===== src/rtl/bankreg_pkg.sv =====
package bankreg_pkg;

   typedef enum logic [4:0] {
      MODE_USR = 5'b10000,
      MODE_FIQ = 5'b10001,
      MODE_IRQ = 5'b10010,
      MODE_SVC = 5'b10011,
      MODE_ABT = 5'b10111,
      MODE_UND = 5'b11011,
      MODE_SYS = 5'b11111
   } mode_e;

   // saved-status / private-bank slot; SLOT_NONE means no private state
   typedef enum logic [2:0] {
      SLOT_FIQ  = 3'd0,
      SLOT_IRQ  = 3'd1,
      SLOT_SVC  = 3'd2,
      SLOT_ABT  = 3'd3,
      SLOT_UND  = 3'd4,
      SLOT_NONE = 3'd7
   } slot_e;

   localparam int NUM_PRIV   = 5;
   localparam int NUM_LOGIC  = 16;
   localparam int IDX_SP     = 13;
   localparam int IDX_LR     = 14;
   localparam int SR_W       = 32;
   localparam int MODE_W     = 5;
   localparam logic [SR_W-1:0] SR_RESET = 32'h0000_00D3;

   function automatic slot_e mode_slot(input logic [MODE_W-1:0] m);
      slot_e s;
      case (m)
         MODE_FIQ: s = SLOT_FIQ;
         MODE_IRQ: s = SLOT_IRQ;
         MODE_SVC: s = SLOT_SVC;
         MODE_ABT: s = SLOT_ABT;
         MODE_UND: s = SLOT_UND;
         default:  s = SLOT_NONE;
      endcase
      return s;
   endfunction

endpackage


===== src/rtl/bankreg_map.sv =====
module bankreg_map
   import bankreg_pkg::*;
#(
   parameter int FIQ_LO = 8,
   parameter int PHYS_W = 5
) (
   input  logic [MODE_W-1:0] mode,
   input  logic [3:0]        idx,
   output logic [PHYS_W-1:0] phys
);
   localparam int NFIQ     = IDX_LR - FIQ_LO + 1;
   localparam int FIQ_BASE = NUM_LOGIC;
   localparam int PRV_BASE = NUM_LOGIC + NFIQ;

   slot_e slot;
   int    p;

   always_comb begin
      slot = mode_slot(mode);
      p    = int'(idx);
      if (slot == SLOT_FIQ && int'(idx) >= FIQ_LO && int'(idx) <= IDX_LR)
         p = FIQ_BASE + int'(idx) - FIQ_LO;
      else if (slot != SLOT_FIQ && slot != SLOT_NONE &&
               (int'(idx) == IDX_SP || int'(idx) == IDX_LR))
         p = PRV_BASE + 2 * (int'(slot) - 1) + (int'(idx) - IDX_SP);
      phys = p[PHYS_W-1:0];
   end

endmodule


===== src/rtl/bankreg_store.sv =====
module bankreg_store #(
   parameter int DATA_W = 32,
   parameter int NPHYS  = 31,
   parameter int PHYS_W = 5
) (
   input  logic              clk,
   input  logic              rst_n,
   input  logic              we,
   input  logic [PHYS_W-1:0] wa,
   input  logic [DATA_W-1:0] wd,
   input  logic [PHYS_W-1:0] ra0,
   output logic [DATA_W-1:0] rd0,
   input  logic [PHYS_W-1:0] ra1,
   output logic [DATA_W-1:0] rd1
);
   logic [DATA_W-1:0] cells [NPHYS];

   for (genvar g = 0; g < NPHYS; g++) begin : g_cell
      logic [DATA_W-1:0] q;
      always_ff @(posedge clk or negedge rst_n) begin
         if (!rst_n)
            q <= '0;
         else if (we && wa == PHYS_W'(g))
            q <= wd;
      end
      assign cells[g] = q;
   end

   assign rd0 = cells[ra0];
   assign rd1 = cells[ra1];

endmodule


===== src/rtl/bankreg_status.sv =====
module bankreg_status
   import bankreg_pkg::*;
(
   input  logic            clk,
   input  logic            rst_n,
   input  logic            cpsr_we,
   input  logic            spsr_we,
   input  logic [SR_W-1:0] wdata,
   output logic [SR_W-1:0] cpsr_q,
   output logic [SR_W-1:0] spsr_q
);
   logic [SR_W-1:0] saved [NUM_PRIV];
   slot_e           slot;

   assign slot = mode_slot(cpsr_q[MODE_W-1:0]);

   always_ff @(posedge clk or negedge rst_n) begin
      if (!rst_n)
         cpsr_q <= SR_RESET;
      else if (cpsr_we)
         cpsr_q <= wdata;
   end

   for (genvar s = 0; s < NUM_PRIV; s++) begin : g_saved
      logic [SR_W-1:0] q;
      always_ff @(posedge clk or negedge rst_n) begin
         if (!rst_n)
            q <= '0;
         else if (spsr_we && slot == slot_e'(s))
            q <= wdata;
      end
      assign saved[s] = q;
   end

   always_comb begin
      if (slot == SLOT_NONE)
         spsr_q = '0;
      else
         spsr_q = saved[slot];
   end

endmodule


===== src/rtl/bankreg_file.sv =====
module bankreg_file
   import bankreg_pkg::*;
#(
   parameter int DATA_W = 32,
   parameter int FIQ_LO = 8
) (
   input  logic              clk,
   input  logic              rst_n,
   input  logic [3:0]        rd_a_idx,
   output logic [DATA_W-1:0] rd_a_data,
   input  logic [3:0]        rd_b_idx,
   output logic [DATA_W-1:0] rd_b_data,
   input  logic              wr_en,
   input  logic [3:0]        wr_idx,
   input  logic [DATA_W-1:0] wr_data,
   input  logic [31:0]       sr_wdata,
   input  logic              cpsr_wr,
   input  logic              spsr_wr,
   output logic [31:0]       cpsr_data,
   output logic [31:0]       spsr_data
);
   localparam int NFIQ   = IDX_LR - FIQ_LO + 1;
   localparam int NPHYS  = NUM_LOGIC + NFIQ + 2 * (NUM_PRIV - 1);
   localparam int PHYS_W = $clog2(NPHYS);

   if (DATA_W < 8) begin : g_bad_width
      $error("bankreg_file: DATA_W must be at least 8");
   end
   if (FIQ_LO < 8 || FIQ_LO > IDX_SP) begin : g_bad_fiq
      $error("bankreg_file: FIQ_LO must lie in 8..13");
   end

   logic [PHYS_W-1:0] pa_a, pa_b, pa_w;
   logic [MODE_W-1:0] mode;

   assign mode = cpsr_data[MODE_W-1:0];

   bankreg_map #(.FIQ_LO(FIQ_LO), .PHYS_W(PHYS_W)) u_map_a (
      .mode(mode), .idx(rd_a_idx), .phys(pa_a));
   bankreg_map #(.FIQ_LO(FIQ_LO), .PHYS_W(PHYS_W)) u_map_b (
      .mode(mode), .idx(rd_b_idx), .phys(pa_b));
   bankreg_map #(.FIQ_LO(FIQ_LO), .PHYS_W(PHYS_W)) u_map_w (
      .mode(mode), .idx(wr_idx), .phys(pa_w));

   bankreg_store #(.DATA_W(DATA_W), .NPHYS(NPHYS), .PHYS_W(PHYS_W)) u_store (
      .clk(clk), .rst_n(rst_n),
      .we(wr_en), .wa(pa_w), .wd(wr_data),
      .ra0(pa_a), .rd0(rd_a_data),
      .ra1(pa_b), .rd1(rd_b_data));

   bankreg_status u_status (
      .clk(clk), .rst_n(rst_n),
      .cpsr_we(cpsr_wr), .spsr_we(spsr_wr), .wdata(sr_wdata),
      .cpsr_q(cpsr_data), .spsr_q(spsr_data));

endmodule


===== config.mk =====
export PLATFORM = sky130hd
export DESIGN_NAME = bankreg_file
export DESIGN_NICKNAME = d
export VERILOG_FILES = /design/src/rtl/bankreg_pkg.sv /design/src/rtl/bankreg_map.sv /design/src/rtl/bankreg_store.sv /design/src/rtl/bankreg_status.sv /design/src/rtl/bankreg_file.sv
export SDC_FILE = /design/constraint.sdc
export NUM_CORES = 2
export LEC_CHECK = 0
export BUFFER_PORTS_ARGS = -buffer_cell sky130_fd_sc_hd__buf_2
export CELL_PAD_IN_SITES_DETAIL_PLACEMENT = 0
export CELL_PAD_IN_SITES_GLOBAL_PLACEMENT = 2
export CORE_MARGIN = 2
export CORE_UTILIZATION = 40
export DETAILED_ROUTE_END_ITERATION = 16
export GPL_TIMING_DRIVEN = 0
export MAX_ROUTING_LAYER = met4
export PLACE_DENSITY_LB_ADDON = 0.15
export SLEW_MARGIN = 20
export SYNTH_ARGS = -nofsm -noshare
export SYNTH_HDL_FRONTEND = slang
export SYNTH_HIERARCHICAL = 1
export SYNTH_SLANG_ARGS = --single-unit
export TNS_END_PERCENT = 5

===== constraint.sdc =====
create_clock -name clk -period 5.2 [get_ports clk]
set_input_delay 0 -clock clk [delete_from_list [all_inputs] [get_ports clk]]
set_output_delay 0 -clock clk [all_outputs]
set_load 0.02 [all_outputs]

## Word-level counts from Yosys, hierarchy flattened

Index checks and enable logic that the tools add are counted.

| operators by class | value |
|---|---|
| add/subtract/negate cells | 14 |
| $lt $le $gt $ge | 9 |
| equal/unequal tests | 47 |
| mux-type cells | 17 |
| reduce and logical (&&, ||, !) cells | 52 |
| bitwise logic cells | 3 |

Operator list:

| cell | count |
|---|---|
| $bmux W32 S5 | 2 |
| $mux W32 | 7 |
| $eq A5 B5 Y1 const B | 20 |
| $bmux W32 S3 | 1 |
| $logic_and A1 B1 Y1 | 46 |
| $eq A5 B4 Y1 const B | 8 |
| $mux W5 | 6 |
| $eq A5 B3 Y1 const B | 4 |
| $ge A4 B4 Y1 const B | 4 |
| $add A5 B4 Y5 const A | 3 |
| $add A5 B5 Y5 | 3 |
| $pmux W3 S5 | 1 |
| $sub A4 B4 Y5 const B | 3 |
| $sub A5 B5 Y5 const B | 3 |
| $eq A4 B2 Y1 const B | 3 |
| $eq A4 B3 Y1 const B | 3 |
| $ge A6 B6 Y1 const B | 2 |
| $le A4 B4 Y1 const B | 3 |
| $not A5 Y6 | 2 |
| $eq A5 B2 Y1 const B | 2 |
| $eq A3 B2 Y1 const B | 2 |
| $eq A3 B3 Y1 const B | 2 |
| $add A5 B5 Y5 const A | 1 |
| $eq A5 B1 Y1 const B | 1 |
| other kinds (8) | 10 |

| storage, ports and cells | value |
|---|---|
| logic and storage cells | 179 |
| output and inout port bits | 128 |
| bits in registers | 1184 |
| input bits | 81 |

## Depth between registers and ports, before layout

| depth | value |
|---|---|
| word-level depth | 11 |
| depth in mapped cells | 20 |
| mapped depth without buffers | 18 |

## Cells and area by module

The synthesis kept the hierarchy.

Modules (own cells, without submodules):

| module | area an instance (um2) | seq. area each (um2) | times used | cells each |
|---|---|---|---|---|
| bankreg_store | 53516.3 | 24823.8 | 1 | 3798 |
| bankreg_status | 8526.9 | 4810.9 | 1 | 648 |
| bankreg_map | 341.6 | 0.0 | 3 | 42 |

## Worst setup path before layout

OpenSTA, ideal clock, no wires.

| timing | value |
|---|---|
| path type | register to output |
| start | register u_status.cpsr_q[3] |
| end | output port rd_a_data[10] |
| path buffers | 2 |
| slack | 0.792 ns |
| stages on the path, launching flop included | 20 |
| data arrival time | 4.408 ns |
| data required time | 5.200 ns |
| path through | dfrtp_1 nand2b_1 nand3_1 o21ai_0 nand2_1 ha_1 inv_1 ha_1 ha_1 fa_1 xor2_1 xnor2_1 o21ai_0 buf_2 nor2_1 clkbuf_1 a21o_1 o31ai_1 a21oi_1 nor4_1 |

| on the way | value |
|---|---|
| cells in the longest elaborated chain, start to end | 11 |
| elaborated cells on any way between the ends | 22 |
| classes of those cells | 3 x add/sub; 6 x eq/ne; 6 x mux; 1 x bitwise; 6 x reduce/logical |

RTL lines:

| what | RTL line | RTL |
|---|---|---|
| start: declaration | bankreg_status.sv:9 | `output logic [SR_W-1:0] cpsr_q,` |
| start signal: assignment | bankreg_status.sv:21 | `cpsr_q <= wdata;` |
| $eq A5 B5 Y1 | bankreg_pkg.sv:33 | `case (m)` |
| $pmux W3 S5 * | bankreg_pkg.sv:33 |  |
| $sub A3 B1 Y4, or another cell as far along | bankreg_map.sv:25 | `p = PRV_BASE + 2 * (int'(slot) - 1) + (int'(idx) - IDX_SP);` |
| $add A5 B5 Y5 / $logic_and A1 B1 Y1 (equally long branches) (2 in series) | bankreg_map.sv:25, bankreg_map.sv:23 |  |
| $mux W5 | bankreg_map.sv:23 | `else if (slot != SLOT_FIQ && slot != SLOT_NONE &&` |
| $mux W5 * | bankreg_map.sv:21 | `if (slot == SLOT_FIQ && int'(idx) >= FIQ_LO && int'(idx) <= IDX_LR)` |
| named net pa_a[4] | bankreg_file.sv:33 | `logic [PHYS_W-1:0] pa_a, pa_b, pa_w;` |
| $not A5 Y6 (implied by the code) * | bankreg_store.sv:29 | `assign rd0 = cells[ra0];` |
| $bmux W32 S5 * | bankreg_store.sv:29 |  |
| $mux W32 (implied by the code) * (2 in series) | bankreg_store.sv:29 |  |
| end: declaration | bankreg_file.sv:10 | `output logic [DATA_W-1:0] rd_a_data,` |

Mark *: on every way through the listed nets, which the timed path passes. The rest lies on a longest branch. The select of a mux whose other input is x is not followed.

## Worst setup path in the final report

| timing | value |
|---|---|
| start | register u_status.cpsr_q[1] |
| end | output port rd_a_data[2] |

The elaborated chain is that of the path after synthesis.

==> impl_metrics.tcl <==
set metrics [dict create \
    fmax_mhz 185 \
    hp-class "primary input to flop" \
    critPathMaxFanout 10 \
    rows 145 \
    ios 209 \
    critPathRequiredTime_ns 5.20 \
    antenna_found_initial 7 \
    power_density_nw_per_um2 394 \
    critical_path.endpoint "rd_a_data[2]" \
    place_inst 6852 \
    internal_power_mw 20.5 \
    syn_area_um2 63100 \
    drive_above_1_share 0.507 \
    async_flop_share 1.00 \
    drtIter0Drc 3768 \
    gp_congestion 0.932 \
    crit_arrival_ns 5.42 \
    critPathKind "flop to output pin" \
    htree_num_levels 4 \
    n_fill_cell 14100 \
    r2r_cells 19 \
    dieWidth_um 401 \
    area_growth_pct 19.1 \
    fin_cells 7221 \
    yosys_warnings 6 \
    failed_checks "negative setup slack" \
    nets 5156 \
    crit_path_start_kind "flop" \
    worstSetupEndpointType "output pin" \
    grt_max_degree 132 \
    syn-num-nets 4677 \
    finalHoldViolCount 0 \
    start_util 0.403 \
    r2r_end "u_store/g_cell[12].q[20]$_DFFE_PN0P_" \
    ys_ff_latch 1184 \
    drv_cap 0 \
    numCtsBuffers 142 \
    outcome "finished, violations left" \
    avgRoutedWirePerCell_um 33.8 \
    coreArea_um2 156000 \
    max_stage_delay_ns 0.68 \
    slew_headroom 0.193 \
    grt_pass1_wl_um 345000 \
    clk_latency_ns 0.79 \
    first_pass_iters 5 \
    min_period_over_period 1.04 \
    r2r-start "u_status/cpsr_q[1]$_DFFE_PN1P_" \
    leakage_nw 33.3 \
    critical_path.slowest_cell "dfstp_4" \
    clock_sinks 1184 \
    grtUsageTotal 0.310 \
    clkTransAtPathRegs_ns 0.06 \
    p_clk_frac 0.335 \
    syn_avg_cell_area_um2 13.8 \
    switching_power_mw 9.02 \
    dieHeight_um 401 \
    swShare 0.305 \
    fin_area_um2 75100 \
    fin_crit_ns 5.42 \
    ys_top_cells_by_count "mux2_2 (1,257), dfrtp_1 (1,179), mux4_2 (320)" \
    worst_slack_ns -0.219 \
    seqPwrFrac 0.421 \
    cp_cell_sequence "nand2b_4 > nand3_2 > o21ai_1 > nand2_1 > ha_1 > inv_2 > ha_4 > ha_4 > fa_2 > xor2_2 > xnor2_2 > o21ai_4 > nand2b_4 > buf_12 > clkbuf_4 > a211oi_1 > a21oi_1 > a21oi_1 > nor4_4 > buf_4" \
    die-area_um2 161000 \
    yosysTopAreaCell "dfrtp_1" \
    finalSetupViolCount 96 \
    rsz0062_at_grt "yes" \
    slew_violations 0 \
    synth_seq_area_share 0.470 \
    yosysMostFrequentCell "mux2_2" \
    io_buffers 207 \
    cts_buffer_depth 3 \
    overflow 0 \
    num_vias 44100 \
    ant_nets 0 \
    clockRootBuffer "clkbuf_16" \
    synth-edff-count 0 \
    final.setup_skew_ns 0.0278 \
    avgViaCountPerCell 6.11 \
    synthCells 4572 \
    wl_um 244000 \
    grt_pass1_vias 45200 \
    post-dp-hpwl_um 171000 \
    yosys-top-cells-area "dfrtp_1 (47%), mux2_2 (22%), mux4_2 (11%)" \
    placed_cell_area_um2 67100 \
    cts_tree "yes" \
    route.detailed.drc 0 \
    critPathLaunch "u_status/cpsr_q[1]$_DFFE_PN1P_" \
    hold_slack_ns 0.0502 \
    synthFlopType "dfrtp_1" \
    tightest_slew_ns 1.20 \
    synth_cell_type_count 62 \
    synth_top_area_frac 0.468 \
    irDropWorstVdd_uv 228 \
    combPwrFrac 0.244 \
    ff2ff_setup_slack_ns -0.15 \
    dp_worst_setup_slack_ns -1.87 \
]
## worst max-delay path: cells and delay by family (launching register included)
| kind | cells | cell delay, ns |
|---|---|---|
| DFF | 1 | 0.68 |
| AOI/OAI and AO/OA | 5 | 0.87 |
| xor gates and xnor gates | 2 | 0.32 |
| buffers and inverters | 4 | 0.80 |
| and+or+nand+nor | 5 | 0.89 |
| adders and majority gates | 4 | 1.05 |
## worst min-delay path by stage
stage | start | end | slack [ns] | cells past startpoint
floorplan | rst_n | u_status/cpsr_q[10]$_DFFE_PN0P_ | -0.30 | 0
global placement | wr_data[9] | u_store/g_cell[25].q[9]$_DFFE_PN0P_ | 0.27 | 2
detailed placement | rst_n | u_status/g_saved[4].q[8]$_DFFE_PN0P_ | -0.04 | 1
CTS | sr_wdata[24] | u_status/g_saved[0].q[24]$_DFFE_PN0P_ | 0.0009 | 3
global route | sr_wdata[10] | u_status/g_saved[2].q[10]$_DFFE_PN0P_ | 0.05 | 3
finish | sr_wdata[24] | u_status/g_saved[0].q[24]$_DFFE_PN0P_ | 0.05 | 3
## per-stage QoR
stage	util	setup TNS [ns]	total power, mW
after floorplan	-	0	16.6
after global placement	0.426	-	19.0
after detailed placement	0.429	-68.93	19.1
after CTS	0.474	-8.95	29.5
after global routing	0.480	-79.55	30.7
final	0.480	-6.81	29.6
## power by group through the flow
stage	Clock [mW]	Sequential, mW	Combinational (mW)
final	9.89	12.4	7.22
after global placement	0	12.5	6.48
after floorplan	0	12.1	4.57
after global routing	10.5	12.7	7.62
after detailed placement	0	12.5	6.61
after CTS	10.1	12.4	6.98
## what timing repair did
item	CTS	global route
gates resized for setup	366	280
hold buffers	81	0
hold endpoints to repair	1355	0
cloned	3	0
endpoints found under the setup margin	248	827
pin swaps	48	56
buffers inserted	28	9
## flip-flops by register name (all words and copies together), names as in the netlist
register	cells
u_status/g_saved.q	160
u_store/g_cell.q	992
u_status/cpsr_q	32
## area by class of cell
class                           count  area, um^2  area share
Antenna cell                        5        12.5    0.000167
Buffer                            447        2800      0.0372
Clock buffer                      220        4220      0.0562
Clock inverter                     31         332     0.00442
Inverter                           30         113     0.00150
Multi-Input combinational cell   2905       32700       0.435
Sequential cell                  1184       29700       0.395
Tap cell                         2058        2570      0.0343
Timing Repair Buffer              341        2730      0.0364
## cell usage in the layout, fill, tap and decap left out, types with 22 or more instances in the layout
cell type | Yosys | layout
a211oi_1 | 64 | 56
a21o_1 | 42 | 42
a21oi_1 | 174 | 139
a21oi_2 | 0 | 35
a221o_1 | 23 | 22
buf_2 | 136 | 265
buf_4 | 31 | 122
buf_6 | 18 | 36
clkbuf_1 | 208 | 177
clkbuf_16 | 0 | 150
clkbuf_2 | 0 | 47
clkbuf_4 | 0 | 40
clkbuf_8 | 0 | 39
dfrtp_1 | 1179 | 1177
dlygate4sd3_1 | 0 | 80
inv_1 | 30 | 29
mux2_1 | 37 | 37
mux2_2 | 1257 | 1257
mux2_4 | 33 | 33
mux2i_1 | 236 | 228
mux4_2 | 320 | 320
nand2_1 | 89 | 82
nor2_1 | 82 | 68
nor2b_1 | 77 | 76
o211ai_1 | 35 | 35
o21ai_0 | 81 | 66
o22ai_1 | 77 | 53
o2bb2ai_1 | 22 | 22
o31ai_4 | 0 | 29
o41ai_1 | 31 | 31
## kinds of logic after synthesis
| family | count (synthesis) | share of synthesized area |
|---|---|---|
| flops | 1184 | 0.470 |
| fa+ha+maj | 29 | 0.00597 |
| xor+xnor | 9 | 0.00125 |
| compound gates | 641 | 0.0687 |
| buf+inv | 483 | 0.0354 |
| simple gates | 343 | 0.0281 |
| mux | 1883 | 0.391 |
## layer usage
layer,track usage,part of all wire,up-vias
met3,0.0793,0.078,438
met1,0.407,0.43,23700
li1,-,-,18300
met4,0.110,0.037,0
met5,-,0,-
met2,0.463,0.45,1605
Note: power is estimated with default switching activity, not from simulation.
